--- config.mk ---
export PLATFORM = sky130hd
export DESIGN_NAME = ivt_timer
export DESIGN_NICKNAME = d
export VERILOG_FILES = /design/src/rtl/ivt_pkg.sv /design/src/rtl/ivt_prescaler.sv /design/src/rtl/ivt_period.sv /design/src/rtl/ivt_regif.sv /design/src/rtl/ivt_timer.sv
export SDC_FILE = /design/constraint.sdc
export NUM_CORES = 1
export LEC_CHECK = 0
export BUFFER_PORTS_ARGS = -buffer_cell sky130_fd_sc_hd__buf_2
export CAP_MARGIN = 20
export CORE_ASPECT_RATIO = 1.5
export CORE_MARGIN = 3
export CORE_UTILIZATION = 30
export DETAILED_ROUTE_END_ITERATION = 12
export PLACE_DENSITY = 0.44
export RECOVER_POWER = 100
export SETUP_SLACK_MARGIN = 0.5
export SKIP_LAST_GASP = 1
export SLEW_MARGIN = 0
export SYNTH_ARGS = -nofsm -noshare
export SYNTH_HDL_FRONTEND = slang
export SYNTH_SLANG_ARGS = --single-unit
--- constraint.sdc ---
create_clock -name clk -period 4.25 [get_ports clk]
set_input_delay 0.85 -clock clk [delete_from_list [all_inputs] [get_ports clk]]
set_output_delay 0.85 -clock clk [all_outputs]
set_load 0.02 [all_outputs]
--- src/rtl/ivt_pkg.sv ---
package ivt_pkg;

   localparam int BUS_W = 32;

   typedef enum logic [1:0] {
      SZ_BYTE = 2'd0,
      SZ_HALF = 2'd1,
      SZ_WORD = 2'd2
   } acc_size_e;

   // Replace the addressed lane of old_w by the right-aligned write data.
   function automatic logic [BUS_W-1:0] lane_merge(
      input logic [BUS_W-1:0] old_w,
      input logic [BUS_W-1:0] wdata,
      input logic [1:0]       size,
      input logic [1:0]       lane
   );
      logic [BUS_W-1:0] r;
      r = old_w;
      case (size)
         SZ_BYTE: r[{lane, 3'b000} +: 8]        = wdata[7:0];
         SZ_HALF: r[{lane[1], 4'b0000} +: 16]   = wdata[15:0];
         default: r                             = wdata;
      endcase
      return r;
   endfunction

   // Bring the addressed lane down to bit 0, zero-filling above it.
   function automatic logic [BUS_W-1:0] lane_extract(
      input logic [BUS_W-1:0] word,
      input logic [1:0]       size,
      input logic [1:0]       lane
   );
      logic [BUS_W-1:0] r;
      r = '0;
      case (size)
         SZ_BYTE: r[7:0]  = word[{lane, 3'b000} +: 8];
         SZ_HALF: r[15:0] = word[{lane[1], 4'b0000} +: 16];
         default: r       = word;
      endcase
      return r;
   endfunction

endpackage

--- src/rtl/ivt_prescaler.sv ---
module ivt_prescaler #(
   parameter int DIV = 1000
) (
   input  logic clk,
   input  logic rst_n,
   input  logic restart_i,
   output logic tick_o
);
   localparam int PW = (DIV > 1) ? $clog2(DIV) : 1;
   localparam logic [PW-1:0] LAST = PW'(DIV - 1);

   logic [PW-1:0] pcnt_q;

   assign tick_o = (pcnt_q == LAST);

   always_ff @(posedge clk) begin
      if (!rst_n || restart_i || tick_o) pcnt_q <= '0;
      else                               pcnt_q <= pcnt_q + PW'(1);
   end
endmodule

--- src/rtl/ivt_period.sv ---
module ivt_period #(
   parameter int RELOAD_W = 32
) (
   input  logic                clk,
   input  logic                rst_n,
   input  logic                restart_i,
   input  logic                tick_i,
   input  logic [RELOAD_W-1:0] reload_i,
   output logic                expire_o
);
   logic [RELOAD_W-1:0] cnt_q;
   logic                at_end;

   assign at_end   = (cnt_q == reload_i);
   assign expire_o = tick_i & at_end;

   always_ff @(posedge clk) begin
      if (!rst_n || restart_i) cnt_q <= '0;
      else if (tick_i) begin
         if (at_end) cnt_q <= '0;
         else        cnt_q <= cnt_q + RELOAD_W'(1);
      end
   end
endmodule

--- src/rtl/ivt_regif.sv ---
module ivt_regif
   import ivt_pkg::*;
#(
   parameter int ADDR_W     = 14,
   parameter int RELOAD_W   = 32,
   parameter int RELOAD_OFS = 'h228,
   parameter int COUNT_OFS  = 'h230
) (
   input  logic                clk,
   input  logic                rst_n,
   input  logic                req_valid,
   input  logic                req_write,
   input  logic [ADDR_W-1:0]   req_addr,
   input  logic [1:0]          req_size,
   input  logic [BUS_W-1:0]    req_wdata,
   output logic [BUS_W-1:0]    rsp_rdata,
   output logic [RELOAD_W-1:0] reload_o,
   output logic                reload_wr_o,
   output logic                ack_o
);
   localparam logic [ADDR_W-1:0] RL_A = ADDR_W'(RELOAD_OFS);
   localparam logic [ADDR_W-1:0] CT_A = ADDR_W'(COUNT_OFS);

   logic              hit_rl, hit_ct;
   logic [BUS_W-1:0]  cur_word, merged;
   logic [RELOAD_W-1:0] reload_q;

   assign hit_rl = (req_addr[ADDR_W-1:2] == RL_A[ADDR_W-1:2]);
   assign hit_ct = (req_addr[ADDR_W-1:2] == CT_A[ADDR_W-1:2]);

   assign reload_wr_o = req_valid & req_write & hit_rl;
   assign ack_o       = req_valid & ~req_write & hit_ct;

   always_comb begin
      cur_word                 = '0;
      cur_word[RELOAD_W-1:0]   = reload_q;
   end

   assign merged = lane_merge(cur_word, req_wdata, req_size, req_addr[1:0]);

   always_ff @(posedge clk) begin
      if (!rst_n)           reload_q <= '0;
      else if (reload_wr_o) reload_q <= merged[RELOAD_W-1:0];
   end

   // Count word and unmapped offsets read as zero.
   assign rsp_rdata = (req_valid && !req_write && hit_rl)
                      ? lane_extract(cur_word, req_size, req_addr[1:0])
                      : '0;

   assign reload_o = reload_q;
endmodule

--- src/rtl/ivt_timer.sv ---
module ivt_timer #(
   parameter int CLK_HZ     = 100_000_000,
   parameter int TICK_HZ    = 1000,
   parameter int ADDR_W     = 14,
   parameter int RELOAD_W   = 32,
   parameter int RELOAD_OFS = 'h228,
   parameter int COUNT_OFS  = 'h230
) (
   input  logic              clk,
   input  logic              rst_n,
   input  logic              req_valid,
   input  logic              req_write,
   input  logic [ADDR_W-1:0] req_addr,
   input  logic [1:0]        req_size,
   input  logic [31:0]       req_wdata,
   output logic [31:0]       rsp_rdata,
   output logic              irq_o
);
   localparam int DIV = CLK_HZ / TICK_HZ;

   generate
      if (TICK_HZ < 1 || CLK_HZ < TICK_HZ || (CLK_HZ % TICK_HZ) != 0) begin : g_bad_div
         $error("ivt_timer: CLK_HZ must be a whole multiple of TICK_HZ");
      end
      if (RELOAD_W < 1 || RELOAD_W > 32) begin : g_bad_rw
         $error("ivt_timer: RELOAD_W must lie in 1..32");
      end
      if (ADDR_W < 3 || (RELOAD_OFS % 4) != 0 || (COUNT_OFS % 4) != 0
          || RELOAD_OFS == COUNT_OFS) begin : g_bad_map
         $error("ivt_timer: register offsets must be distinct aligned words");
      end
   endgenerate

   logic [RELOAD_W-1:0] reload_w;
   logic                restart_w, ack_w, tick_w, expire_w;
   logic                irq_q;

   ivt_regif #(
      .ADDR_W(ADDR_W), .RELOAD_W(RELOAD_W),
      .RELOAD_OFS(RELOAD_OFS), .COUNT_OFS(COUNT_OFS)
   ) u_regif (
      .clk(clk), .rst_n(rst_n),
      .req_valid(req_valid), .req_write(req_write), .req_addr(req_addr),
      .req_size(req_size), .req_wdata(req_wdata), .rsp_rdata(rsp_rdata),
      .reload_o(reload_w), .reload_wr_o(restart_w), .ack_o(ack_w)
   );

   ivt_prescaler #(.DIV(DIV)) u_pre (
      .clk(clk), .rst_n(rst_n), .restart_i(restart_w), .tick_o(tick_w)
   );

   ivt_period #(.RELOAD_W(RELOAD_W)) u_per (
      .clk(clk), .rst_n(rst_n), .restart_i(restart_w),
      .tick_i(tick_w), .reload_i(reload_w), .expire_o(expire_w)
   );

   // Priority: reprogramming, then expiry, then acknowledge.
   always_ff @(posedge clk) begin
      if (!rst_n || restart_w) irq_q <= 1'b0;
      else if (expire_w)       irq_q <= 1'b1;
      else if (ack_w)          irq_q <= 1'b0;
   end

   assign irq_o = irq_q;
endmodule

==> results of run 1 <==
-- layout by cell type, fill, tap and decap left out, types with 3 or more instances in the layout --
cell type   n
o221ai_1   22
a21oi_1    38
a221oi_1    6
inv_1      10
clkbuf_1   33
and4_1      9
nor4_1     11
xnor2_1    13
xor2_1     46
nor2_1     93
a22o_1      6
or3_1      16
a21oi_2     4
mux2i_1    24
nor2b_1    16
or4_1       4
clkinv_4    3
a22oi_1    16
and3_1      6
buf_2      55
dfxtp_1    82
nand4_1    13
ha_1        7
nor3_1      6
buf_4       6
a32oi_1    15
clkbuf_16   9
o21ai_0    44
and2_1     20
or3_2       3
nand2b_1    3
nand3_1    21
nand2_1    49
-- power by group through the flow --
stage / Sequential [mW] / Combinational (mW) / Clock [mW]
2_1_floorplan: 0.789 / 0.0846 / 0
3_3_place_gp: 0.790 / 0.151 / 0
3_5_place_dp: 0.790 / 0.153 / 0
4_1_cts: 0.772 / 0.155 / 0.836
5_1_grt: 0.772 / 0.169 / 0.859
6_report: 0.772 / 0.157 / 0.812
-- path summary, 6_finish.rpt --
| check | end | slack (ns) | cells past startpoint |
|---|---|---|---|
| worst max-delay path | rsp_rdata[3] | 0.53 | 7 |
| worst min-delay path | u_pre.pcnt_q[0]$_SDFF_PP0_ | 0.44 | 1 |
| worst max register to register | u_per.cnt_q[3]$_SDFFE_PP0N_ | 0.96 | 6 |
| worst min register to register | u_pre.pcnt_q[0]$_SDFF_PP0_ | 0.44 | 1 |
-- metal layers --
| metal | share of wire, % | GRT usage, % |
|---|---|---|
| met1 | 39 | 22.0 |
| met2 | 53 | 38.6 |
| met5 | 0 | 0 |
| met3 | 3.7 | 2.55 |
| met4 | 4.9 | 11.0 |
-- state kept, by name, summed over array words and instances, names as in the netlist --
signal            cells
irq_o                 1
u_per.cnt_q          32
u_pre.pcnt_q         17
u_regif.reload_o     32
-- timing repair --
item,in CTS,in global routing
buffers inserted,0,1
pin swaps,0,1
hold endpoints to repair,0,0
gates resized for setup,3,2
setup endpoints to repair,16,18
-- worst reg2reg max path: cells and delay by family (launching register included) --
family / cells / cell delay, ns
DFF: 1 / 0.55
and+or+nand+nor: 3 / 1.03
buffers and inverters: 1 / 1.11
xor gates and xnor gates: 1 / 0.13
AOI/OAI and AO/OA: 1 / 0.29
-- layout make-up --
class	count	share of cell area, %
multi-input combinational	537	56.0
clock buffer	11	3.94
clock inverter	5	1.04
timing repair buffer	94	7.47
inverter	11	0.670
sequential	82	26.6
tap	210	4.26
-- per-stage QoR --
step                util (%)  std cells  hold WS [ns]  instance area [um^2]
floorplan                  -        663         0.413                  5240
global placement        34.6        933         0.424                  5870
detailed placement      34.6        933         0.438                  5870
CTS                     36.5        949         0.448                  6190
global route            36.3        950         0.457                  6160
finish                  36.3        950         0.444                  6160
-- kinds of logic after synthesis --
group | after synthesis
DFF | 82
AOI/OAI and AO/OA | 157
buffers and inverters | 44
and+or+nand+nor | 290
muxes | 24
xor gates and xnor gates | 59
adders and majority gates | 7
==> results.toml, run 1 <==
[yosys]
ys_top_cells_by_count = "nor2_1, dfxtp_1, nand2_1"
yosysUniqueCellTypes = 58
synth_top_family_by_area = "simple AND/OR/NAND/NOR gates"
synth_compound_area_share_pct = 19.9
synth.net_count = 722
synth_seq_area_share_pct = 31.3
yosysMostFrequentCell = "nor2_1"
synth_top_cell_by_area = "dfxtp_1"
synthCells = 663
synth-adder-area-share_pct = 1.67
synth-seq-cells = 82
avgSynthCellArea_um2 = 7.90
synth_xor_area_share_pct = 9.86
synth-edff-count = 0
yosys.area_share.simple_pct = 29.3
yosys-mux-area-fraction_pct = 4.58
yosys_warnings = 0
synth-main-ff-cell = "dfxtp_1"
synth_area_mm2 = 0.00524
yosys-top-cells-area = "dfxtp_1, xor2_1, nor2_1"
synth_top_area_share_pct = 31.3
async_reset_ff_share_pct = 0

[timing]
worst_slew_pin_slew_ns = 1.50
fmax_ghz = 0.269
fin_ws_ns = 0.527
finalClockSkew_ns = 0.0114
fin_tns_setup_ns = 0
post-route-period-util_pct = 87.6
hold_violations = 0
period_minus_slack_ns = 3.72
slew_viol_final = 31
finalSetupViolations = 0
maxSlewHeadroom_pct = -0.0387
rsz0062_at_grt = "no"

[setup_path]
r2r-start = "u_regif.reload_o[11]$_SDFFE_PN0P_"
startpoint = "req_addr[1]"
path_buf_inv = 3
cp_max_fo = 13
crit_arrival_ns = 2.87
required_ns = 3.40
crit_type = "input port to output pin"
crit_family = "simple AND/OR/NAND/NOR gates"
cp-start-kind = "input port"
worstPathCellList = "buf_2 > inv_1 > nor2_1 > nand2_1 > o221ai_1 > nor2_1 > clkbuf_1"
cp-end-kind = "output pin"
critPathMaxStageDelay_ns = 0.50
slowest_stage = "nor2_1"
crit_top_cell = "nor2_1"

[clocking]
clock-sinks = 82
holdBufCountCts = 0
cts_buffer_depth = 2
cts_tree = "built"
cts_buffers = 9
clk_latency_ns = 0.35
htreeDepth = 3
clk_pin_slew_ns = 0.06
root_buffer = "clkbuf_16"

[route]
wl_per_cell_um = 20.9
drcViolationCount = 0
routed_wl_um = 19800
drt_iter0_drc = 364
dr.pass1.iters = 5
vias = 5315
viasPerCell = 5.59
ant_nets = 0

[power]
p_sw_share_pct = 25.2
power.share.combinational_pct = 9.0
p_per_area_mw_per_mm2 = 283
clkPwrFrac_pct = 46.6
finalPower_mw = 1.74
p_leak_nw = 2.35
p_int_mw = 1.30
p_sw_mw = 0.439
peakVddDrop_mv = 0.162
seqPwrFrac_pct = 44.4

[cells_and_area]
area.growth.synth_to_final_pct = 17.6
fill_cells = 1833
drive_gt1_share_pct = 12.6
regArea_mm2 = 0.00164
nets = 794
multiInputGateArea_mm2 = 0.00345
antenna_cells = 0

[die]
die_w_um = 114
core_area_mm2 = 0.0170
die_h_um = 168
start_util_pct = 30.9
rows = 58
ios = 85
die_area_mm2 = 0.0191

[grt]
grt_usage_pct = 20.6
grt_max_degree = 35
antenna_found_initial = 0
grt_pass1_wl_um = 30100
grt_pass1_vias = 5376
gr-total-overflow = 0

[hold_path]
hp-class = "flip-flop to flip-flop"
worstHoldStart = "u_pre.pcnt_q[0]$_SDFF_PP0_"

[flow_run]
max_cap_viol_count = 1

[placement]
gp_congestion = 0.854
dpl.hpwl_um = 15000
portBuffers = 84
pre_cts_ws_ns = 0.256

[run_status]
violations = "capacitance limit, slew limit"
outcome = "complete, but fails checks"
Power figures use the tool's default switching activity.
==> run 2, diff against run 1 <==
CELL_PAD_IN_SITES_DETAIL_PLACEMENT = 1   (was not set)
CELL_PAD_IN_SITES_GLOBAL_PLACEMENT = 2   (was not set)
PLACE_DENSITY = 0.7   (was 0.44)
==> results.toml, run 2 (synthesis results as in run 1) <==
[run_status]
outcome = "complete, but fails checks"
violations = "capacitance limit, slew limit"

[setup_path]
crit_arrival_ns = 2.92
crit_type = "input port to output pin"
worstPathCellList = "buf_2 > nor4bb_4 > nand3_1 > or4b_2 > clkbuf_2 > nor2_1 > clkbuf_1"
cp_max_fo = 16
cp-end-kind = "output pin"
critPathMaxStageDelay_ns = 0.65
cp-start-kind = "input port"
slowest_stage = "or4b_2"
startpoint = "req_addr[2]"
r2r-start = "u_regif.reload_o[11]$_SDFFE_PN0P_"
required_ns = 3.40

[grt]
grt_usage_pct = 22.2
gr-total-overflow = 0
antenna_found_initial = 0
grt_pass1_wl_um = 32700
grt_pass1_vias = 5830
grt_max_degree = 35

[die]
rows = 58
start_util_pct = 30.9
core_area_mm2 = 0.0170
die_area_mm2 = 0.0191
die_w_um = 114
ios = 85
die_h_um = 168

[timing]
slew_viol_final = 32
post-route-period-util_pct = 88.7
fin_tns_setup_ns = 0
maxSlewHeadroom_pct = -3.27
rsz0062_at_grt = "no"
fmax_ghz = 0.265
finalSetupViolations = 0
worst_slew_pin_slew_ns = 1.55
finalClockSkew_ns = 0.00935
hold_violations = 0
period_minus_slack_ns = 3.77

[hold_path]
hp-class = "flip-flop to flip-flop"
worstHoldStart = "u_pre.pcnt_q[0]$_SDFF_PP0_"

[flow_run]
max_cap_viol_count = 1

[cells_and_area]
antenna_cells = 0
area.growth.synth_to_final_pct = 17.9
final_core_util_pct = 36.4
stdcell_count = 951
drive_gt1_share_pct = 12.1
nets = 795
layout_common_cells = "nor2_1, dfxtp_1, buf_2"
mostFrequentLayoutCell = "nor2_1"

[route]
dr.pass1.iters = 4
drcViolationCount = 0
vias = 5416
viasPerCell = 5.70
wl_per_cell_um = 22.2
ant_nets = 0
drt_iter0_drc = 279
routed_wl_um = 21100

[clocking]
root_buffer = "clkbuf_16"
cts_buffer_depth = 2
htreeDepth = 3
cts_buffers = 9
clk_pin_slew_ns = 0.07
clk_latency_ns = 0.35
cts_tree = "built"
clock-sinks = 82

[power]
finalPower_mw = 1.78
peakVddDrop_mv = 0.196
p_per_area_mw_per_mm2 = 289
p_leak_nw = 2.34

[placement]
gp_congestion = 0.848
dpl.cell_count = 934
dpl.hpwl_um = 16100
portBuffers = 84
## run 2: repair_timing
item / in CTS / in global routing
hold buffers: 0 / 0
endpoints found under the hold margin: 0 / 0
gates resized for setup: 3 / 2
setup endpoints to repair: 18 / 23
buffers inserted: 0 / 1
pin swaps: 0 / 1
## run 2: worst paths after layout
path / slack [ns] / cells past startpoint / endpoint
setup / recovery: 0.48 / 7 / rsp_rdata[4]
hold / removal: 0.44 / 1 / u_pre.pcnt_q[0]$_SDFF_PP0_
setup reg to reg: 0.92 / 6 / u_per.cnt_q[5]$_SDFFE_PP0N_
hold reg to reg: 0.44 / 1 / u_pre.pcnt_q[0]$_SDFF_PP0_
## run 2: layout make-up
cell class,count,area [um^2]
fillers,2098,10800
multi-input cells,537,3460
flip-flops and latches,82,1640
repair buffers,95,458
well taps,210,263
clock buffers,12,236
clock inverters,4,76.3
inverters,11,41.3
## run 2: critical path, delay by kind of cell
family,cells,cell delay (ns)
buf+inv,3,0.68
simple gates,4,1.36
## run 2: metal layers
metal | GRT usage [%] | up-vias | routed length, um
li1 | - | 2573 | -
met1 | 23.1 | 2672 | 8040
met2 | 42.2 | 120 | 11300
met3 | 3.20 | 51 | 735
met4 | 11.3 | 0 | 1030
met5 | 0 | - | 0
## run 2: stage by stage
stage,hold slack [ns],cell area (um^2),setup slack [ns]
floorplan,0.413,5240,0.595
global placement,0.423,5880,0.318
detailed placement,0.433,5880,0.186
CTS,0.441,6210,0.508
global route,0.475,6180,0.289
finish,0.440,6180,0.482
## run 2: where the power goes
part | internal, mW | leakage, nW | total, mW | switching [mW]
sequential | 0.771 | 0.661 | 0.772 | 0.00182
combinational | 0.0568 | 1.53 | 0.160 | 0.103
clock | 0.517 | 0.147 | 0.851 | 0.334
total | 1.34 | 2.34 | 1.78 | 0.439
